`config.mk`:
```
export PLATFORM = sky130hd
export DESIGN_NAME = slpctl_top
export DESIGN_NICKNAME = d
export VERILOG_FILES = /design/src/rtl/slpctl_pkg.sv /design/src/rtl/slpctl_decode.sv /design/src/rtl/slpctl_wake.sv /design/src/rtl/slpctl_timer.sv /design/src/rtl/slpctl_top.sv
export SDC_FILE = /design/constraint.sdc
export NUM_CORES = 1
export LEC_CHECK = 0
export BUFFER_PORTS_ARGS = -buffer_cell sky130_fd_sc_hd__clkbuf_2
export CAP_MARGIN = 20
export CORE_MARGIN = 8
export CORE_UTILIZATION = 40
export CTS_BUF_LIST = sky130_fd_sc_hd__clkbuf_2
export DETAILED_ROUTE_END_ITERATION = 7
export PLACE_DENSITY_LB_ADDON = 0.05
export SKIP_CTS_REPAIR_TIMING = 1
export SYNTH_ARGS = -nofsm -noshare
export SYNTH_HDL_FRONTEND = slang
export SYNTH_SLANG_ARGS = --single-unit
```
`constraint.sdc`:
```
create_clock -name clk -period 7.17 [get_ports clk]
set_clock_uncertainty 0.2 [all_clocks]
set_input_delay 0.717 -clock clk [delete_from_list [all_inputs] [get_ports clk]]
set_output_delay 0.717 -clock clk [all_outputs]
set_load 0.01 [all_outputs]
```
`src/rtl/slpctl_pkg.sv`:
```
package slpctl_pkg;

  typedef enum logic [2:0] {
    MD_IDLE  = 3'b000,
    MD_ADCNR = 3'b001,
    MD_PDOWN = 3'b010,
    MD_PSAVE = 3'b011,
    MD_STBY  = 3'b110,
    MD_XSTBY = 3'b111
  } slp_mode_e;

  typedef struct packed {
    logic cpu;
    logic io;
    logic adc;
    logic atmr;
    logic osc;
  } gate_t;

  typedef enum logic [1:0] {
    ST_ACTIVE = 2'd0,
    ST_SLEEP  = 2'd1,
    ST_WARM   = 2'd2
  } slp_state_e;

  localparam gate_t GATES_ALL_ON = '{cpu: 1'b1, io: 1'b1, adc: 1'b1, atmr: 1'b1, osc: 1'b1};

  // reserved codes fold onto Idle
  function automatic slp_mode_e norm_mode(input logic [2:0] raw);
    case (raw)
      3'b001:  return MD_ADCNR;
      3'b010:  return MD_PDOWN;
      3'b011:  return MD_PSAVE;
      3'b110:  return MD_STBY;
      3'b111:  return MD_XSTBY;
      default: return MD_IDLE;
    endcase
  endfunction

  function automatic gate_t mode_gates(input slp_mode_e m);
    gate_t g;
    g = '0;
    case (m)
      MD_IDLE:  begin g.io = 1'b1; g.adc = 1'b1; g.atmr = 1'b1; g.osc = 1'b1; end
      MD_ADCNR: begin g.adc = 1'b1; g.atmr = 1'b1; g.osc = 1'b1; end
      MD_PSAVE: begin g.atmr = 1'b1; end
      MD_STBY:  begin g.osc = 1'b1; end
      MD_XSTBY: begin g.atmr = 1'b1; g.osc = 1'b1; end
      default:  g = '0;
    endcase
    return g;
  endfunction

  function automatic logic osc_stopped(input slp_mode_e m);
    return (m == MD_PDOWN) || (m == MD_PSAVE);
  endfunction

  function automatic logic fast_resume(input slp_mode_e m);
    return (m == MD_STBY) || (m == MD_XSTBY);
  endfunction

endpackage

```
`src/rtl/slpctl_decode.sv`:
```
module slpctl_decode
  import slpctl_pkg::*;
(
  input  slp_mode_e mode,
  output gate_t     gates,
  output logic      osc_stop,
  output logic      fast
);
  always_comb begin
    gates    = mode_gates(mode);
    osc_stop = osc_stopped(mode);
    fast     = fast_resume(mode);
  end
endmodule

```
`src/rtl/slpctl_wake.sv`:
```
module slpctl_wake #(
  parameter int NSRC = 8
) (
  input  logic            clk,
  input  logic            rst_n,
  input  logic            armed,
  input  logic            restricted,
  input  logic [NSRC-1:0] irq_req,
  input  logic [NSRC-1:0] irq_async,
  output logic            wake_hit
);
  function automatic logic [NSRC-1:0] legal_srcs(input logic [NSRC-1:0] req,
                                                 input logic [NSRC-1:0] tag,
                                                 input logic            only_async);
    return only_async ? (req & tag) : req;
  endfunction

  logic [NSRC-1:0] legal_req;
  assign legal_req = legal_srcs(irq_req, irq_async, restricted);
  assign wake_hit  = armed && (|legal_req);


  untagged_wake_chk: assert property (@(posedge clk) disable iff (!rst_n)
    (wake_hit && restricted) |-> (|(irq_req & irq_async)));
endmodule

```
`src/rtl/slpctl_timer.sv`:
```
module slpctl_timer #(
  parameter int DLY_W = 16
) (
  input  logic             clk,
  input  logic             rst_n,
  input  logic             load,
  input  logic [DLY_W-1:0] load_val,
  output logic             busy,
  output logic             done
);
  logic [DLY_W-1:0] cnt_q;

  always_ff @(posedge clk or negedge rst_n) begin
    if (!rst_n) begin
      cnt_q <= '0;
      busy  <= 1'b0;
    end else if (load) begin
      cnt_q <= load_val;
      busy  <= 1'b1;
    end else if (busy) begin
      if (cnt_q == '0) busy  <= 1'b0;
      else             cnt_q <= cnt_q - DLY_W'(1);
    end
  end

  assign done = busy && (cnt_q == '0);


  timer_load_chk: assert property (@(posedge clk) disable iff (!rst_n)
    load |=> (busy && cnt_q == $past(load_val)));

  timer_end_chk: assert property (@(posedge clk) disable iff (!rst_n)
    (done && !load) |=> !busy);
endmodule

```
`src/rtl/slpctl_top.sv`:
```
module slpctl_top
  import slpctl_pkg::*;
#(
  parameter int NSRC       = 8,
  parameter int DLY_W      = 16,
  parameter int FIXED_WAIT = 6
) (
  input  logic             clk,
  input  logic             rst_n,
  input  logic             sleep_en,
  input  logic             sleep_req,
  input  logic [2:0]       mode_sel,
  input  logic [DLY_W-1:0] startup_cnt,
  input  logic [NSRC-1:0]  irq_req,
  input  logic [NSRC-1:0]  irq_async,
  output logic             cpu_clk_en,
  output logic             io_clk_en,
  output logic             adc_clk_en,
  output logic             atmr_clk_en,
  output logic             osc_en
);
  localparam logic [DLY_W-1:0] FIXED_LOAD = DLY_W'(FIXED_WAIT - 1);

  slp_state_e       state_q, state_d;
  slp_mode_e        mode_q;
  gate_t            dec_gates, gates;
  logic             dec_osc_stop, dec_fast;
  logic             accept, wake_hit;
  logic             tmr_load, tmr_busy, tmr_done;
  logic [DLY_W-1:0] tmr_val;

  slpctl_decode u_decode (
    .mode     (mode_q),
    .gates    (dec_gates),
    .osc_stop (dec_osc_stop),
    .fast     (dec_fast)
  );

  slpctl_wake #(.NSRC(NSRC)) u_wake (
    .clk        (clk),
    .rst_n      (rst_n),
    .armed      (state_q == ST_SLEEP),
    .restricted (dec_osc_stop),
    .irq_req    (irq_req),
    .irq_async  (irq_async),
    .wake_hit   (wake_hit)
  );

  slpctl_timer #(.DLY_W(DLY_W)) u_timer (
    .clk      (clk),
    .rst_n    (rst_n),
    .load     (tmr_load),
    .load_val (tmr_val),
    .busy     (tmr_busy),
    .done     (tmr_done)
  );

  assign accept = (state_q == ST_ACTIVE) && sleep_req && sleep_en;

  always_comb begin
    state_d  = state_q;
    tmr_load = 1'b0;
    tmr_val  = '0;
    case (state_q)
      ST_ACTIVE: if (accept) state_d = ST_SLEEP;
      ST_SLEEP: begin
        if (wake_hit) begin
          if (dec_osc_stop) begin
            if (startup_cnt == '0) begin
              state_d = ST_ACTIVE;
            end else begin
              tmr_load = 1'b1;
              tmr_val  = startup_cnt - DLY_W'(1);
              state_d  = ST_WARM;
            end
          end else if (dec_fast) begin
            tmr_load = 1'b1;
            tmr_val  = FIXED_LOAD;
            state_d  = ST_WARM;
          end else begin
            state_d = ST_ACTIVE;
          end
        end
      end
      ST_WARM: if (tmr_done) state_d = ST_ACTIVE;
      default: state_d = ST_ACTIVE;
    endcase
  end

  always_ff @(posedge clk or negedge rst_n) begin
    if (!rst_n) begin
      state_q <= ST_ACTIVE;
      mode_q  <= MD_IDLE;
    end else begin
      state_q <= state_d;
      if (accept) mode_q <= norm_mode(mode_sel);
    end
  end

  always_comb begin
    case (state_q)
      ST_SLEEP: gates = dec_gates;
      ST_WARM: begin
        gates     = dec_gates;
        gates.cpu = 1'b0;
        gates.osc = 1'b1;
      end
      default: gates = GATES_ALL_ON;
    endcase
  end

  assign cpu_clk_en  = gates.cpu;
  assign io_clk_en   = gates.io;
  assign adc_clk_en  = gates.adc;
  assign atmr_clk_en = gates.atmr;
  assign osc_en      = gates.osc;


  ignore_req_chk: assert property (@(posedge clk) disable iff (!rst_n)
    (state_q == ST_ACTIVE && sleep_req && !sleep_en) |=> (state_q == ST_ACTIVE));

  cpu_stop_cause_chk: assert property (@(posedge clk) disable iff (!rst_n)
    $fell(cpu_clk_en) |-> $past(sleep_req && sleep_en));

  osc_off_chk: assert property (@(posedge clk) disable iff (!rst_n)
    !osc_en |-> (!cpu_clk_en && !io_clk_en && !adc_clk_en));

  warm_timer_chk: assert property (@(posedge clk) disable iff (!rst_n)
    (state_q == ST_WARM) |-> tmr_busy);
endmodule

```
=== Word level (Yosys, flattened, before mapping) ===
Cells that the tools add are included.

* Word-level logic and storage cells: 70
* Input bits: 39
* Output and inout port bits: 5
* Register bits: 22

* $add $sub $neg: 2
* Equal/unequal tests: 16
* Muxes and demuxes: 30
* Bitwise gates (word level): 1
* Reductions and logical operators: 17

{| class="wikitable"
|+ Operator list
! cell !! count
|-
| 16-bit two-way mux || 7
|-
| 16-bit zero test || 2
|-
| 16-bit by 1-bit subtractor with 16-bit output, second input constant || 2
|-
| 3-bit case mux with 5 select lines || 1
|-
| 3-bit by 2-bit equality test with 1-bit output, second input constant || 4
|-
| 3-bit equality test, second input constant || 4
|-
| 1-bit two-way mux || 12
|-
| 2-bit two-way mux || 6
|-
| 5-bit case mux with 2 select lines || 1
|-
| 8-bit bitwise AND || 1
|-
| 8-bit two-way mux || 1
|-
| 2-bit != test, second input constant || 4
|-
| 4-bit OR reduction || 2
|-
| 8-bit OR reduction || 1
|-
| 3-bit by 1-bit equality test with 1-bit output, second input constant || 2
|-
| 2-bit case mux with 3 select lines || 1
|-
| 1-bit logical AND || 4
|-
| 3-bit zero test || 1
|-
| 3-bit two-way mux || 1
|-
| 3-bit AND reduction || 1
|-
| 2-bit by 1-bit equality test with 1-bit output, second input constant || 1
|-
| 2-bit equality test, second input constant || 1
|-
| 2-bit zero test || 1
|-
| 1-bit logical OR || 2
|-
| other kinds (3) || 3
|}

=== Longest topological paths before layout ===
Gate-level depths: netlist of the first run.

* Depth in word-level cells: 9
* Gate-level depth with buffers: 9
* Gate-level depth less buffers: 7

=== By module ===
Synthesis of the first run repeated with hierarchy kept, for this count alone.

* Cells, all modules: 243
* Area total of the unflattened synthesis: 1,946.9 µm²

{| class="wikitable"
|+ Modules (own cells, without submodules)
! module !! cells an instance !! area each (µm²) !! sequential area each (µm²) !! times used
|-
| slpctl_timer || 123 || 1,078.5 || 425.4 || 1
|-
| slpctl_top || 101 || 738.2 || 125.1 || 1
|-
| slpctl_wake || 10 || 73.8 || 0.0 || 1
|-
| slpctl_decode || 9 || 56.3 || 0.0 || 1
|}

=== Worst setup path before layout of the first run ===
Ideal clock, no wire load.

* Path type: input to register
* Start point: in startup_cnt[6]
* End point: reg u_timer.cnt_q[2]
* Library setup time: 0.126 ns
* Buffers on the path: 2
* Path slack: 4.508 ns
* Arrival time: 2.336 ns
* Required time: 6.844 ns
* Cell stages on the path: 7
* Cell sequence: nor4_1 > and4_1 > buf_2 > a221oi_1 > clkbuf_1 > a221oi_1 > nor2_1

* Longest elaborated chain between the ends: 7
* Elaborated cells between the ends (all ways): 13
* Classes of those cells: eq/ne (1); mux (9); reduce/logical (3)

{| class="wikitable"
|+ Ends and longest elaborated chain
! item !! line !! RTL
|-
| from (decl) || slpctl_top.sv:13 || <nowiki>input logic [DLY_W-1:0] startup_cnt,</nowiki>
|-
| 16-bit zero test (*) || slpctl_top.sv:69 || <nowiki>if (startup_cnt == '0) begin</nowiki>
|-
| 1-bit two-way mux || slpctl_top.sv:69 ||
|-
| 1-bit two-way mux || slpctl_top.sv:68 || <nowiki>if (dec_osc_stop) begin</nowiki>
|-
| 1-bit two-way mux || slpctl_top.sv:67 || <nowiki>if (wake_hit) begin</nowiki>
|-
| 1-bit two-way mux || slpctl_top.sv:64 || <nowiki>case (state_q)</nowiki>
|-
| 2-bit != test (no source line) / 2-bit nonzero test (equally long branches) || -- ||
|-
| 2-bit AND reduction (no source line) || -- ||
|-
| to (signal assigned) || slpctl_timer.sv:18 || <nowiki>cnt_q <= load_val;</nowiki>
|-
| to (signal assigned) || slpctl_timer.sv:22 || <nowiki>else cnt_q <= cnt_q - DLY_W'(1);</nowiki>
|-
| to (decl) || slpctl_timer.sv:11 || <nowiki>logic [DLY_W-1:0] cnt_q;</nowiki>
|}

Mark *: on every way between the ends. The rest lies on a longest branch, timed or not.
A chain may end at the register's enable or synchronous reset.

=== Final worst setup path of the first run ===
* Start point: in startup_cnt[6]
* End point: reg u_timer.cnt_q[4]

Same word-level chain as after synthesis.

==> flow_summary.json, run 1 <==
{
  "synth_fa_ha_area_frac": 0.0412,
  "synth_xor_area_frac": 0.0866,
  "r2r-start": "u_timer.cnt_q[8]",
  "fin_nets": 307,
  "status": "finished clean",
  "netlist_area_sq_mm": 0.00182,
  "die_y_um": 83.5,
  "p_sw_frac": 0.469,
  "drt-vias-per-instance": 5.78,
  "drcViolationCount": 0,
  "worstSetupPathType": "primary input to register",
  "fmax_mhz": 339,
  "worstPathRequired_ns": 7.25,
  "wl_per_cell_um": 16.5,
  "synth_edf_count": 0,
  "grt_pass1_wl_um": 8490,
  "cts_tree": "built",
  "grt_max_degree": 23,
  "power_switching_mw": 0.329,
  "power.share.clock": 0.078,
  "p_per_area_mw_per_mm2": 338,
  "postSynth.asyncResetShare": 1.00,
  "grt_pass1_vias": 1778,
  "path_max_fanout": 14,
  "crit_arrival_ns": 3.03,
  "final-hold-violation-count": 0,
  "ys_warn_count": 0,
  "synth_top_family_by_area": "simple AND/OR/NAND/NOR gates",
  "rsz0062_at_grt": "no",
  "power_frac_seq": 0.357,
  "drive_gt1_frac": 0.207,
  "vias": 1810,
  "r2r_end": "u_timer.cnt_q[7]",
  "synth-seq-cells": 22,
  "htreeDepth": 1,
  "place_congestion": 0.789,
  "reg2reg_setup_slack_ns": 4.42,
  "clockBufferDepth": 2,
  "clk_latency_ns": 0.35,
  "ff2ff_path_depth": 5,
  "drt_first_pass_iters": 4,
  "final_cell_mix": "46 x clkbuf_2, 22 x dfrtp_1, 21 x nand2_1",
  "num_antenna_cells": 0,
  "clock_sinks": 22,
  "drt_iter0_drc": 208,
  "vdd_ir_drop_max_v": 0.000112,
  "synthMuxAreaShare": 0.0186,
  "synth_nets": 267,
  "final_common_cell": "clkbuf_2",
  "grt-ovfl-total": 0,
  "hold_ws_ns": 0.114,
  "place_hpwl_um": 4080,
  "p_comb_frac": 0.565,
  "place_ws_ns": 3.83,
  "pin_count": 44,
  "antenna_left": 0,
  "clk_pin_slew_ns": 0.23,
  "port_buffers": 43,
  "dieArea_sq_mm": 0.00697,
  "fin_setup_tns_ns": 0,
  "synth-simple-area-share": 0.263,
  "cell_internal_pwr_mw": 0.372,
  "setup_violations": 0,
  "leakagePower_nw": 0.868,
  "avgSynthCellArea_sq_um": 8.20,
  "finalCritPeriodShare": 0.411,
  "startpoint_type": "primary input",
  "synth_compound_area_frac": 0.237,
  "yosysSeqAreaShare": 0.302,
  "rows": 24,
  "period_minus_slack_ns": 2.95,
  "end_kind": "register",
  "cts-root-buf": "clkbuf_2",
  "ys_types": 48,
  "drv_slew": 0,
  "postSynthCellCount": 222,
  "die_w_um": 83.5,
  "hold_path_class": "primary input to async pin",
  "tightest_slew_ns": 0.888,
  "cts_buffers": 3,
  "syn_to_final_growth_pct": 14.0,
  "track_usage": 0.144,
  "synth_flop_cell": "dfrtp_1",
  "power_mw": 0.701,
  "start_util": 0.415,
  "antenna_found_initial": 0,
  "core-area_sq_mm": 0.00438,
  "drv_cap": 0,
  "drt-total-wl_um": 5150,
  "max_slew_margin": 0.402,
  "fin_ws_ns": 4.22
}
==> cell usage after synthesis, types with 2 or more instances <==
cell type | n | area share
nor2_1 | 16 | 0.033
o21a_1 | 3 | 0.012
o31ai_1 | 3 | 0.012
inv_1 | 11 | 0.023
nand2b_1 | 2 | 0.0069
a2bb2oi_1 | 3 | 0.014
a22o_1 | 4 | 0.019
xor2_1 | 7 | 0.034
nand2_1 | 21 | 0.043
or2_2 | 3 | 0.010
and3_1 | 3 | 0.010
nor4_1 | 8 | 0.027
xnor2_1 | 11 | 0.053
mux2_2 | 3 | 0.019
o21ai_0 | 15 | 0.041
nor2b_1 | 3 | 0.010
nand4_1 | 2 | 0.0069
a211oi_1 | 3 | 0.012
a21oi_1 | 10 | 0.027
buf_2 | 3 | 0.0082
clkbuf_1 | 4 | 0.0082
nand3_1 | 8 | 0.022
or4_1 | 8 | 0.033
dfrtp_1 | 22 | 0.30
a221oi_1 | 3 | 0.014
o22ai_1 | 2 | 0.0069
or3_1 | 2 | 0.0069
nor3b_1 | 2 | 0.0082
o211ai_1 | 2 | 0.0082
nor3_1 | 9 | 0.025
buf_6 | 2 | 0.012
ha_1 | 6 | 0.041
o2111ai_1 | 3 | 0.014
==> worst max-delay path, cell delays in order <==
cell      delay (ns)
clkbuf_2        0.11
nor4_1          0.78
and4_1          0.43
a221o_1         0.52
o21ai_0         0.17
a221oi_1        0.30
==> flip-flops by register name, indices dropped and copies added (netlist names) <==
name,cells
mode_q,3
state_q,2
u_timer.busy,1
u_timer.cnt_q,16
==> power groups by stage <==
| stage | registers, mW | logic [mW] | clock network (mW) |
|---|---|---|---|
| 2_1_floorplan | 0.235 | 0.293 | 0 |
| 3_5_place_dp | 0.252 | 0.396 | 0 |
| 4_1_cts | 0.249 | 0.399 | 0.0554 |
| 3_3_place_gp | 0.253 | 0.393 | 0 |
| 6_report | 0.250 | 0.396 | 0.0544 |
| 5_1_grt | 0.262 | 0.444 | 0.0601 |
==> kinds of logic (layout without fill, tap and decap cells) <==
logic type                 after synthesis  after routing
buffers and inverters                   20             59
AOI/OAI and AO/OA                       62             62
DFF                                     22             22
adders and majority gates                6              6
muxes                                    3              3
and+or+nand+nor                         91             91
xor gates and xnor gates                18             18
==> worst max-delay path by stage <==
stage	endpoint	start	cells after the start	slack [ns]
5_1_grt	u_timer.cnt_q[12]	startup_cnt[6]	6	3.98
6_report	u_timer.cnt_q[4]	startup_cnt[6]	6	4.22
4_1_cts	u_timer.cnt_q[4]	startup_cnt[6]	6	4.23
2_1_floorplan	u_timer.cnt_q[2]	startup_cnt[6]	7	4.51
3_5_place_dp	u_timer.cnt_q[4]	startup_cnt[6]	6	3.83
3_3_place_gp	u_timer.cnt_q[4]	startup_cnt[6]	6	3.87
==> cell type report <==
cell class | instances | area, sq um
fill | 435 | 2310
multi-input combinational | 180 | 1180
sequential | 22 | 551
timing repair buffer | 44 | 223
tap | 52 | 65.1
inverter | 11 | 41.3
clock buffer | 3 | 15.0
clock inverter | 1 | 3.75
==> metal layers <==
| layer | share of wire | GRT usage | up-vias |
|---|---|---|---|
| met1 | 0.53 | 0.206 | 827 |
| met3 | 0.049 | 0.0225 | 5 |
| li1 | - | - | 920 |
| met4 | 0.014 | 0.0471 | 0 |
| met2 | 0.41 | 0.211 | 58 |
| met5 | 0 | 0 | - |
==> stage by stage <==
step / utilization / instance area, sq um / cells
floorplan: - / 1820 / 222
global placement: 0.469 / 2060 / 309
detailed placement: 0.469 / 2060 / 309
CTS: 0.473 / 2070 / 313
global route: 0.473 / 2070 / 313
finish: 0.473 / 2070 / 313
(Power assumes the default switching activity.)
==> run 2: changes to the inputs <==
==> constraint.sdc (replaced) <==
create_clock -name clk -period 2.75 [get_ports clk]
set_clock_uncertainty 0.2 [all_clocks]
set_input_delay 0.275 -clock clk [delete_from_list [all_inputs] [get_ports clk]]
set_output_delay 0.275 -clock clk [all_outputs]
set_load 0.01 [all_outputs]
==> run 2 against run 1 <==
Sequential power increased to 2.6 times the previous value. Die area unchanged. Total power increased to 2.8 times the previous value. Clock-buffer cell count unchanged. Register-to-register slack got worse by 4.3 ns. Combinational power increased to 2.8 times the previous value. Worst hold slack got worse by 0.094 ns. Setup slack got worse by 4.1 ns. Utilization increased by 4.0 points. Wire length increased by 1.2%. Sequential share of layout area decreased by 2.1 points. Critical endpoint is now u_timer.cnt_q[7]. Largest cell class unchanged. Highest routed layer unchanged.
==> flow_summary.json, run 2 (synthesized netlist as in run 1, its figures left out) <==
{
  "grt_pass1_wl_um": 8800,
  "antenna_left": 0,
  "r2r-start": "u_timer.cnt_q[1]",
  "dpl.cell_count": 321,
  "die_w_um": 83.5,
  "rsz0062_at_grt": "no",
  "power_frac_seq": 0.326,
  "grt_max_degree": 23,
  "final-hold-violation-count": 0,
  "cts_tree": "built",
  "track_usage": 0.147,
  "power_switching_mw": 0.878,
  "cell_internal_pwr_mw": 1.11,
  "rows": 24,
  "setup_violations": 0,
  "finalCritPeriodShare": 0.947,
  "grtUsageMet1": 0.209,
  "htreeDepth": 1,
  "vias": 1893,
  "grt_pass1_vias": 1898,
  "port_buffers": 43,
  "p_sw_frac": 0.441,
  "dieArea_sq_mm": 0.00697,
  "finish.utilization": 0.513,
  "place_hpwl_um": 4210,
  "drive_gt1_frac": 0.248,
  "drcViolationCount": 0,
  "use_met3": 0.0215,
  "grt_use_met2": 0.224,
  "drv_cap": 0,
  "power.share.clock": 0.118,
  "seq_area_sq_um": 551,
  "p_per_area_mw_per_mm2": 885,
  "largest_reg_flops": 16,
  "pin_count": 44,
  "cpPeakStageDelay_ns": 0.50,
  "status": "finished clean",
  "fmax_mhz": 384,
  "start_util": 0.415,
  "cts-root-buf": "clkbuf_2",
  "hold_path_class": "primary input to register",
  "fin_nets": 324,
  "antenna_found_initial": 0,
  "die_y_um": 83.5,
  "clockBufferDepth": 2,
  "syn_to_final_growth_pct": 23.5,
  "clk_pin_slew_ns": 0.25,
  "crit_arrival_ns": 2.72,
  "fill_cells": 425,
  "min_from": "startup_cnt[14]",
  "cp-startpoint": "u_timer.cnt_q[1]",
  "power_mw": 1.99,
  "max_slew_margin": 0.498,
  "clk_latency_ns": 0.36,
  "busiest_layer": "met2",
  "path_max_fanout": 9,
  "ff2ff_path_depth": 7,
  "worstPathRequired_ns": 2.87,
  "fin_cells": 330,
  "startpoint_type": "register",
  "cts_buffers": 3,
  "fin_setup_tns_ns": 0,
  "core-area_sq_mm": 0.00438,
  "num_antenna_cells": 0,
  "p_comb_frac": 0.556,
  "leakagePower_nw": 0.960,
  "wl_per_cell_um": 15.8,
  "final_cell_mix": "46 x clkbuf_2, 22 x dfrtp_1, 21 x nand2_1",
  "final_common_cell": "clkbuf_2",
  "reg.largest.list": "u_timer.cnt_q: 16 flops, mode_q: 3 flops, state_q: 2 flops",
  "period_minus_slack_ns": 2.60,
  "grt-ovfl-total": 0,
  "drt_first_pass_iters": 5,
  "worstSetupPathType": "register to register",
  "clock_sinks": 22,
  "drt_iter0_drc": 147,
  "vdd_ir_drop_max_v": 0.000365,
  "multi_input_area_sq_mm": 0.00118,
  "slowest_stage": "or3b_2",
  "drv_slew": 0,
  "drt-vias-per-instance": 5.74,
  "whs_path_depth": 3,
  "path_cells": "inv_1 > ha_1 > or3b_2 > or2_2 > o21a_2 > a41oi_1 > a2bb2oi_1",
  "drt-total-wl_um": 5220,
  "regMostFlops": "u_timer.cnt_q",
  "end_kind": "register",
  "place_congestion": 0.822,
  "tightest_slew_ns": 0.753
}
[run 2: metal layers]
metal	up-vias	part of all wire
met1	873	0.52
li1	958	-
met3	4	0.039
met4	0	0.011
met5	-	0
met2	58	0.43
[run 2: metrics by stage]
step	hold WS [ns]	worst slack (ns)	cell area [sq um]
after floorplan	-0.221	0.251	1820
after global placement	0.103	0.124	2150
after detailed placement	0.0990	0.132	2150
after CTS	-0.321	0.0952	2190
after global routing	0.0181	0.0101	2250
final	0.0197	0.147	2250
[run 2: worst max-delay path: cells and delay by family, from the launching register on]
kind            cells  cell delay [ns]
buf+inv             1             0.07
simple gates        2             0.90
compound gates      3             0.74
fa+ha+maj           1             0.17
flops               1             0.48
[run 2: power by group through the flow]
stage	logic, mW	registers (mW)	clock network (mW)
after global routing	1.25	0.671	0.250
after global placement	1.10	0.656	0
after CTS	1.10	0.646	0.235
after floorplan	0.763	0.612	0
after detailed placement	1.10	0.654	0
final	1.11	0.648	0.235
[run 2: cell type report]
cell class	count	area share
inverter	11	0.0184
clock buffer	3	0.00668
timing repair buffer	61	0.161
clock inverter	1	0.0134
multi-input combinational	180	0.526
tap	52	0.0289
sequential	22	0.245
[run 2: final timing paths]
| kind | end | slack, ns |
|---|---|---|
| setup / recovery | u_timer.cnt_q[7] | 0.15 |
| hold / removal | u_timer.cnt_q[14] | 0.02 |
| setup reg to reg | u_timer.cnt_q[7] | 0.15 |
| hold reg to reg | mode_q[0] | 0.34 |
| max in group asynchronous | u_timer.cnt_q[0] | 1.78 |
| min in group asynchronous | u_timer.cnt_q[12] | 0.18 |
==> run 3: changes to the inputs <==
--- a/config.mk
+++ b/config.mk
@@ -8,7 +8,7 @@
 export BUFFER_PORTS_ARGS = -buffer_cell sky130_fd_sc_hd__clkbuf_2
 export CAP_MARGIN = 20
 export CORE_MARGIN = 8
-export CORE_UTILIZATION = 40
+export CORE_UTILIZATION = 45
 export CTS_BUF_LIST = sky130_fd_sc_hd__clkbuf_2
 export DETAILED_ROUTE_END_ITERATION = 7
 export PLACE_DENSITY_LB_ADDON = 0.05
==> run 3 against run 2 <==
Register-to-register slack is essentially flat. Critical path depth is the same. Via count down 4.4%. Utilization up 4.4 points.
==> flow_summary.json, run 3 (synthesized netlist as in run 1, its figures left out) <==
{
  "place_hpwl_um": 3900,
  "period_minus_slack_ns": 2.60,
  "drt-total-wl_um": 4950,
  "rows": 23,
  "cts_buffers": 3,
  "grt_pass1_wl_um": 8240,
  "vdd_ir_drop_max_v": 0.000339,
  "min_from": "startup_cnt[14]",
  "vias": 1809,
  "tightest_slew_ns": 0.574,
  "dieArea_sq_mm": 0.00634,
  "final-hold-violation-count": 0,
  "num_antenna_cells": 0,
  "track_usage": 0.160,
  "fmax_mhz": 384,
  "core-area_sq_mm": 0.00394,
  "finalCritPeriodShare": 0.947,
  "status": "finished clean",
  "slowest_stage": "dfrtp_1",
  "crit_arrival_ns": 2.68,
  "pin_count": 44,
  "hold_path_class": "primary input to register",
  "setup_violations": 0,
  "grt_max_degree": 23,
  "cpPeakStageDelay_ns": 0.48,
  "clockBufferDepth": 2,
  "antenna_found_initial": 0,
  "die_y_um": 79.6,
  "stdcell_area_sq_mm": 0.00219,
  "clock_sinks": 22,
  "grt_pass1_vias": 1775,
  "startpoint_type": "register",
  "start_util": 0.462,
  "finish.utilization": 0.557,
  "r2r-start": "u_timer.cnt_q[0]",
  "die_w_um": 79.6,
  "antenna_left": 0,
  "path_cells": "inv_1 > ha_1 > or3b_2 > or2_2 > o21a_2 > a41oi_1 > a2bb2oi_1",
  "worstPathRequired_ns": 2.83,
  "regMostFlops": "u_timer.cnt_q",
  "fin_setup_tns_ns": 0,
  "largest_reg_flops": 16,
  "fin_cells": 322,
  "dpl.cell_count": 313,
  "fill_cells": 372,
  "htreeDepth": 1,
  "clk_latency_ns": 0.35,
  "drv_cap": 0,
  "hold_ws_ns": 0.0535,
  "reg2reg_setup_slack_ns": 0.15,
  "syn_to_final_growth_pct": 20.5,
  "placed_cell_area_sq_mm": 0.00210,
  "final_common_cell": "clkbuf_2",
  "grt-ovfl-total": 0,
  "cts-root-buf": "clkbuf_2",
  "p_per_area_mw_per_mm2": 885,
  "path_max_fanout": 9,
  "port_buffers": 43,
  "leakagePower_nw": 0.930,
  "drt_first_pass_iters": 4,
  "wl_per_cell_um": 15.4,
  "reg.largest.list": "u_timer.cnt_q: 16 flops, mode_q: 3 flops, state_q: 2 flops",
  "place_congestion": 0.845,
  "drv_slew": 0,
  "drt-vias-per-instance": 5.62,
  "rsz0062_at_grt": "no",
  "worstSetupPathType": "register to register",
  "final_cell_mix": "46 x clkbuf_2, 22 x dfrtp_1, 21 x nand2_1",
  "fin_nets": 318,
  "cts_tree": "built",
  "max_slew_margin": 0.617,
  "drcViolationCount": 0,
  "drive_gt1_frac": 0.228,
  "cp-startpoint": "u_timer.cnt_q[0]",
  "end_kind": "register",
  "drt_iter0_drc": 133,
  "clk_pin_slew_ns": 0.24
}
-- run 3: cell count changes in the layout (fill, tap and decap cells not counted), sizes merged --
| cell | change |
|---|---|
| buf | -6 |
-- run 3: through the flow --
step | power (mW) | setup WS (ns)
CTS | 1.94 | 0.0822
floorplan | 1.37 | 0.251
detailed placement | 1.70 | 0.161
global route | 2.12 | 0.00219
finish | 1.94 | 0.145
global placement | 1.70 | 0.219
-- run 3: routing by layer --
layer,vias to the layer above,share of wire,track usage
met5,-,0,0
met4,0,0.0081,0.0593
met3,2,0.030,0.0158
met2,56,0.44,0.240
met1,811,0.53,0.229
li1,940,-,-
-- run 3: cell type report --
cell class	count	area [sq um]	share of cell area
multi-input cells	180	1180	0.536
flip-flops and latches	22	551	0.251
repair buffers	55	318	0.145
well taps	50	62.6	0.0285
inverters	11	41.3	0.0188
clock inverters	1	30.0	0.0137
clock buffers	3	15.0	0.00684
-- run 3: where the power goes --
part	internal [mW]	switching (mW)	leakage [nW]	total, mW
clock	0.125	0.107	0.0266	0.233
sequential	0.478	0.177	0.265	0.656
combinational	0.480	0.574	0.638	1.05
-- run 3: worst paths after layout --
kind,cells past startpoint,endpoint
min in group asynchronous,2,u_timer.cnt_q[3]
max reg2reg,7,u_timer.cnt_q[7]
min,3,u_timer.cnt_q[14]
min reg2reg,2,mode_q[0]
max in group asynchronous,2,u_timer.cnt_q[8]
max,7,u_timer.cnt_q[7]
-- run 3: critical path, delay by kind of cell, from the launching register on --
kind | cells | cell delay [ns]
AO/OA/AOI/OAI | 3 | 0.74
adder cells (fa/ha/maj) | 1 | 0.17
buffers and inverters | 1 | 0.08
flip-flops | 1 | 0.48
AND/OR/NAND/NOR | 2 | 0.88
